File: config.mk
export PLATFORM = sky130hd
export DESIGN_NAME = guest_bus_seq
export DESIGN_NICKNAME = d
export VERILOG_FILES = /design/src/rtl/guest_bus_seq.sv
export SDC_FILE = /design/constraint.sdc
export NUM_CORES = 1
export LEC_CHECK = 0
export ABC_AREA = 0
export CORE_ASPECT_RATIO = 0.9
export CORE_UTILIZATION = 45
export DETAILED_ROUTE_END_ITERATION = 16
export GPL_ROUTABILITY_DRIVEN = 0
export PLACE_DENSITY = 0.75
export SLEW_MARGIN = 20
export SYNTH_ARGS = -nofsm -noshare
export SYNTH_HDL_FRONTEND = slang
export SYNTH_SLANG_ARGS = --single-unit
export TNS_END_PERCENT = 30
File: constraint.sdc
create_clock -name clk -period 2.7 [get_ports clk]
set_clock_uncertainty 0.2 [all_clocks]
set_input_delay 0.27 -clock clk [delete_from_list [all_inputs] [get_ports clk]]
set_output_delay 0.27 -clock clk [all_outputs]
set_load 0.01 [all_outputs]
File: src/rtl/guest_bus_seq.sv
module guest_bus_seq #(
  parameter int NG = 8,
  parameter int AW = 3,
  parameter int DW = 8,
  parameter int CW = 32,
  parameter int CMD_GUEST_RST = 4
) (
  input  logic                  clk,
  input  logic                  rst_n,
  input  logic                  cfg_we,
  input  logic                  cfg_sel,
  input  logic [CW-1:0]         cfg_wdata,
  output logic [CW-1:0]         cfg_rdata,
  input  logic                  req_valid,
  input  logic                  req_write,
  input  logic [$clog2(NG)-1:0] req_guest,
  input  logic [AW-1:0]         req_addr,
  input  logic [DW-1:0]         req_wdata,
  input  logic                  cmd_go,
  output logic [NG-1:0]         gb_cs,
  output logic                  gb_strobe,
  output logic                  gb_write,
  output logic [AW-1:0]         gb_addr,
  output logic [DW-1:0]         gb_dout,
  input  logic [DW-1:0]         gb_din,
  output logic [DW-1:0]         rd_data,
  output logic                  rd_valid,
  output logic                  cmd_done,
  output logic                  busy
);
  localparam int GW = $clog2(NG);
  localparam int TW = 4 * NG;
  localparam int CMD_LSB = 4;

  typedef enum logic [1:0] {S_IDLE, S_STROBE, S_RECOVER} state_t;

  function automatic logic [3:0] code_clocks(input logic [1:0] c);
    case (c)
      2'd0:    return 4'd3;
      2'd1:    return 4'd4;
      2'd2:    return 4'd12;
      default: return 4'd15;
    endcase
  endfunction

  logic [TW-1:0] tmg;
  logic [GW-1:0] cmd_guest;
  logic [AW-1:0] cmd_addr;

  state_t        state;
  logic [3:0]    cnt;
  logic [1:0]    cur_rec;
  logic          cur_cmd;
  logic [GW-1:0] cur_guest;

  logic          hp_valid;
  logic          hp_write;
  logic [GW-1:0] hp_guest;
  logic [AW-1:0] hp_addr;
  logic [DW-1:0] hp_wdata;
  logic          cp_valid;

  logic [GW-1:0] nx_guest;
  logic [1:0]    nx_dur;
  logic [1:0]    nx_rec;

  assign nx_guest = cp_valid ? cmd_guest : hp_guest;
  assign nx_dur   = tmg[4*int'(nx_guest)+2 +: 2];
  assign nx_rec   = tmg[4*int'(nx_guest) +: 2];

  assign gb_strobe = (state == S_STROBE);
  assign gb_cs     = gb_strobe ? (NG'(1) << cur_guest) : '0;
  assign busy      = (state != S_IDLE) | hp_valid | cp_valid;

  always_comb begin
    cfg_rdata = '0;
    if (cfg_sel) begin
      cfg_rdata[CMD_LSB +: GW] = cmd_guest;
      cfg_rdata[0 +: AW]       = cmd_addr;
    end else begin
      cfg_rdata[TW-1:0] = tmg;
    end
  end

  always_ff @(posedge clk or negedge rst_n) begin
    if (!rst_n) begin
      tmg       <= '0;
      cmd_guest <= GW'(CMD_GUEST_RST);
      cmd_addr  <= '0;
      state     <= S_IDLE;
      cnt       <= '0;
      cur_rec   <= '0;
      cur_cmd   <= 1'b0;
      cur_guest <= '0;
      gb_write  <= 1'b0;
      gb_addr   <= '0;
      gb_dout   <= '0;
      hp_valid  <= 1'b0;
      hp_write  <= 1'b0;
      hp_guest  <= '0;
      hp_addr   <= '0;
      hp_wdata  <= '0;
      cp_valid  <= 1'b0;
      rd_data   <= '0;
      rd_valid  <= 1'b0;
      cmd_done  <= 1'b0;
    end else begin
      rd_valid <= 1'b0;
      cmd_done <= 1'b0;

      if (cfg_we) begin
        if (cfg_sel) begin
          cmd_guest <= cfg_wdata[CMD_LSB +: GW];
          cmd_addr  <= cfg_wdata[0 +: AW];
        end else begin
          tmg <= cfg_wdata[TW-1:0];
        end
      end

      if (req_valid && !hp_valid) begin
        hp_valid <= 1'b1;
        hp_write <= req_write;
        hp_guest <= req_guest;
        hp_addr  <= req_addr;
        hp_wdata <= req_wdata;
      end
      if (cmd_go && !cp_valid)
        cp_valid <= 1'b1;

      case (state)
        S_IDLE: begin
          if (cp_valid || hp_valid) begin
            state     <= S_STROBE;
            cnt       <= code_clocks(nx_dur) - 4'd1;
            cur_rec   <= nx_rec;
            cur_guest <= nx_guest;
            cur_cmd   <= cp_valid;
            if (cp_valid) begin
              cp_valid <= 1'b0;
              gb_write <= 1'b1;
              gb_addr  <= cmd_addr;
              gb_dout  <= '0;
            end else begin
              hp_valid <= 1'b0;
              gb_write <= hp_write;
              gb_addr  <= hp_addr;
              gb_dout  <= hp_wdata;
            end
          end
        end
        S_STROBE: begin
          if (cnt == 4'd0) begin
            state <= S_RECOVER;
            cnt   <= code_clocks(cur_rec) - 4'd1;
            if (!gb_write) begin
              rd_data  <= gb_din;
              rd_valid <= 1'b1;
            end
          end else begin
            cnt <= cnt - 4'd1;
          end
        end
        S_RECOVER: begin
          if (cnt == 4'd0) begin
            state    <= S_IDLE;
            cmd_done <= cur_cmd;
          end else begin
            cnt <= cnt - 4'd1;
          end
        end
        default: state <= S_IDLE;
      endcase
    end
  end
endmodule

==> impl_metrics.toml, run 1 <==
[min_path]
min_path_type = "reg2reg"

[logic_synthesis]
ys_ff_latch = 89
synth_top_area_cell = "dfrtp_1"
synth-edff-count = 0
yosys-top-cells-area = "dfrtp_1, mux2_2, nor2b_1"
async_flop_share = 1.000
synth_area_um2 = 4581
yosysTopAreaCellShare = 0.4807
yosysSeqAreaShare = 0.4865
syn_avg_cell_area_um2 = 11.15
synth_nets = 484
yosysUniqueCellTypes = 54
yosys_warnings = 0
synth_flop_cell = "dfrtp_1"
syn-instance-count = 411

[clock_network]
htreeDepth = 3
cts_buffers = 9
cts_sinks = 89
clkLatencyLatePin_ps = 340
path_clk_slew_ps = 60
cts_tree = "yes"
cts_root_buf = "clkbuf_16"
cts.path.max_buffers = 2

[route]
dr.pass1.iters = 4
avgViaCountPerCell = 5.245
wl_per_cell_um = 16.10
detail-route-antenna-nets = 0
initialDrtViolationCount = 188
wl_um = 10770
drc = 0
routed-via-count = 3509

[grt]
grt_overflow_total = 0
track_usage = 0.2165
met2_usage = 0.3356
grt_max_degree = 61
grt_util_met3 = 0.03622
first_global_vias = 3641
antenna_found_initial = 0
grt_pass1_wl_um = 17900
gr-max-usage-layer = "met2"
grtUsageMet1 = 0.3092

[sta]
rsz0062_at_grt = "false"
drv_slew = 0
setup_viol = 0
post-route-period-util = 0.9436
hold_viol = 0
tightest_slew_ps = 1058
fin_crit_ps = 2548
fmax_mhz = 392.5
timing.setup.tns_ps = 0
slew_headroom = 0.2901

[power]
p_clk_frac = 0.192
total_power_mw = 6.409
ir_worst_vdd_uv = 529.5
seqPwrFrac = 0.340
p_int_mw = 4.006
switchingPower_mw = 2.403
p_per_area_nw_per_um2 = 1018
switching_share = 0.3749
combinationalPowerShare = 0.468
p_leak_nw = 2.648

[critical_path]
cp.required_ps = 2720
critical_path_arrival_ps = 2560
path_class = "reg2reg"
start_kind = "register"
cp_max_fo = 11
end_kind = "register"

[floorplan]
die-width_um = 108.4
initial_utilization = 0.4682
die-area_um2 = 10590
fp-row-count = 34
core_area_um2 = 9784
boundaryPins = 125
die-height_um = 97.72

[status]
outcome = "complete, no violations"

[final_layout]
drive_gt1_frac = 0.2173
syn_to_final_growth_pct = 37.39
nFillCells = 803
seqCellArea_um2 = 2231
multi_input_area_um2 = 2156
antenna-diode-count = 0
nNetsFinal = 611

[placed_design]
dp_hpwl_um = 8044
io_buffers = 124

[run]
maxCapViolCount = 0
## power by group through the flow
stage	Combinational, mW	Clock, mW	Sequential [mW]
2_1_floorplan	2.04	0	2.09
3_3_place_gp	2.87	0	2.17
3_5_place_dp	2.97	0	2.19
4_1_cts	2.99	1.25	2.17
5_1_grt	3.31	1.31	2.24
6_report	3.00	1.23	2.18
## Yosys cell counts, types with 2 or more instances
cell type and count:
a2bb2oi_1 2, nor2b_1 33, a211oi_1 5, dfrtp_1 88, o221ai_1 2, o21ai_1 3
nor3b_2 2, nor2_1 21, inv_1 20, a31oi_1 4, buf_2 9, a22o_1 2
inv_2 2, o21ai_0 15, clkbuf_1 11, xnor2_1 3, nand2_1 31, a22oi_1 8
nand3_1 2, mux2_2 66, o22ai_1 10, mux2i_1 11, nand2b_1 8, a21oi_1 10
nor3_1 3, ha_1 12
## final timing paths
path / end / cells past startpoint / start / slack, ps
max: cnt[3]$_DFFE_PN0P_ / 11 / hp_guest[0]$_DFFE_PN0P_ / 150
min: gb_addr[2]$_DFFE_PN0P_ / 2 / gb_addr[2]$_DFFE_PN0P_ / 280
max reg2reg: cnt[3]$_DFFE_PN0P_ / 11 / hp_guest[0]$_DFFE_PN0P_ / 150
min reg2reg: gb_addr[2]$_DFFE_PN0P_ / 2 / gb_addr[2]$_DFFE_PN0P_ / 280
max in group asynchronous: hp_addr[1]$_DFFE_PN0P_ / 3 / rst_n / 1230
min in group asynchronous: tmg[13]$_DFFE_PN0P_ / 2 / rst_n / 360
## worst max-delay path, stage by stage (launching register included)
cell and delay (ps):
dfrtp_1 500, mux2_4 350, nor2_1 120, o221ai_1 110
a32o_1 300, inv_1 120, ha_1 240, inv_1 70
nand2_1 100, nand3_1 100, o211a_1 160, nand3_2 70
## metal layers
layer	vias up	wire, µm	share of wire
li1	1685	-	-
met1	1725	4990	0.46
met2	91	5187	0.48
met3	8	463	0.043
met4	0	133	0.012
met5	-	0	0
## layout by cell type (no fill, tap or decap), types with 4 or more instances in the layout
| cell type | netlist | routed |
|---|---|---|
| clkdlybuf4s50_1 | 0 | 123 |
| dfrtp_1 | 88 | 86 |
| mux2_2 | 66 | 66 |
| nor2b_1 | 33 | 32 |
| nand2_1 | 31 | 31 |
| nor2_1 | 21 | 21 |
| inv_1 | 20 | 20 |
| o21ai_0 | 15 | 15 |
| buf_4 | 1 | 14 |
| mux2i_1 | 11 | 11 |
| ha_1 | 12 | 11 |
| a21oi_1 | 10 | 10 |
| o22ai_1 | 10 | 10 |
| clkbuf_16 | 0 | 9 |
| nand2b_1 | 8 | 8 |
| a22oi_1 | 8 | 8 |
| a211oi_1 | 5 | 5 |
| a31oi_1 | 4 | 4 |
## state kept, by name (all words and copies together), names as in the netlist, 2 cells and up
signal,count
cnt,4
gb_addr,3
hp_wdata,8
gb_dout,8
hp_guest,3
hp_addr,3
rd_data,8
cur_guest,3
cmd_addr,3
tmg,32
cur_rec,2
state,2
cmd_guest,3
## metrics by stage
stage / utilization / worst slack [ps] / area [µm²] / hold slack, ps / cells
after floorplan: - / 320.9 / 4581 / -225.6 / 411
after global placement: 0.6104 / 162.7 / 5972 / 183.8 / 652
after detailed placement: 0.6104 / 55.42 / 5972 / 184.9 / 652
after CTS: 0.6421 / 41.98 / 6282 / 293.0 / 669
after global routing: 0.6432 / 52.44 / 6294 / 323.4 / 669
final: 0.6432 / 152.2 / 6294 / 284.9 / 669
## cell type report
class	instances	area share
clock buffers	12	0.04235
flip-flops and latches	89	0.3545
repair buffers	139	0.2171
clock inverters	4	0.005368
well taps	126	0.02505
inverters	22	0.01312
multi-input cells	277	0.3425
## cell families (layout without fill, tap and decap cells)
family,count (synthesis),count (layout),share of synthesized area
DFF,89,89,0.4865
AOI/OAI and AO/OA,71,71,0.1049
buffers and inverters,45,177,0.04534
and+or+nand+nor,111,111,0.1278
xor gates and xnor gates,3,3,0.005737
adders and majority gates,12,12,0.03278
muxes,80,80,0.1969
## repair_timing
| item | CTS | global route |
|---|---|---|
| hold buffers | 1 | 0 |
| endpoints found under the setup margin | 0 | 3 |
| endpoints found under the hold margin | 57 | 0 |
| buffers inserted | 0 | 0 |
| resized for setup | 0 | 4 |
No activity file was read; power rests on OpenSTA's default activity.
==> run 2, diff against run 1 <==
- SLEW_MARGIN: 20 -> default
==> results of run 2 <==
Same layout as run 1: the final DEF is identical, and so are final timing and power.
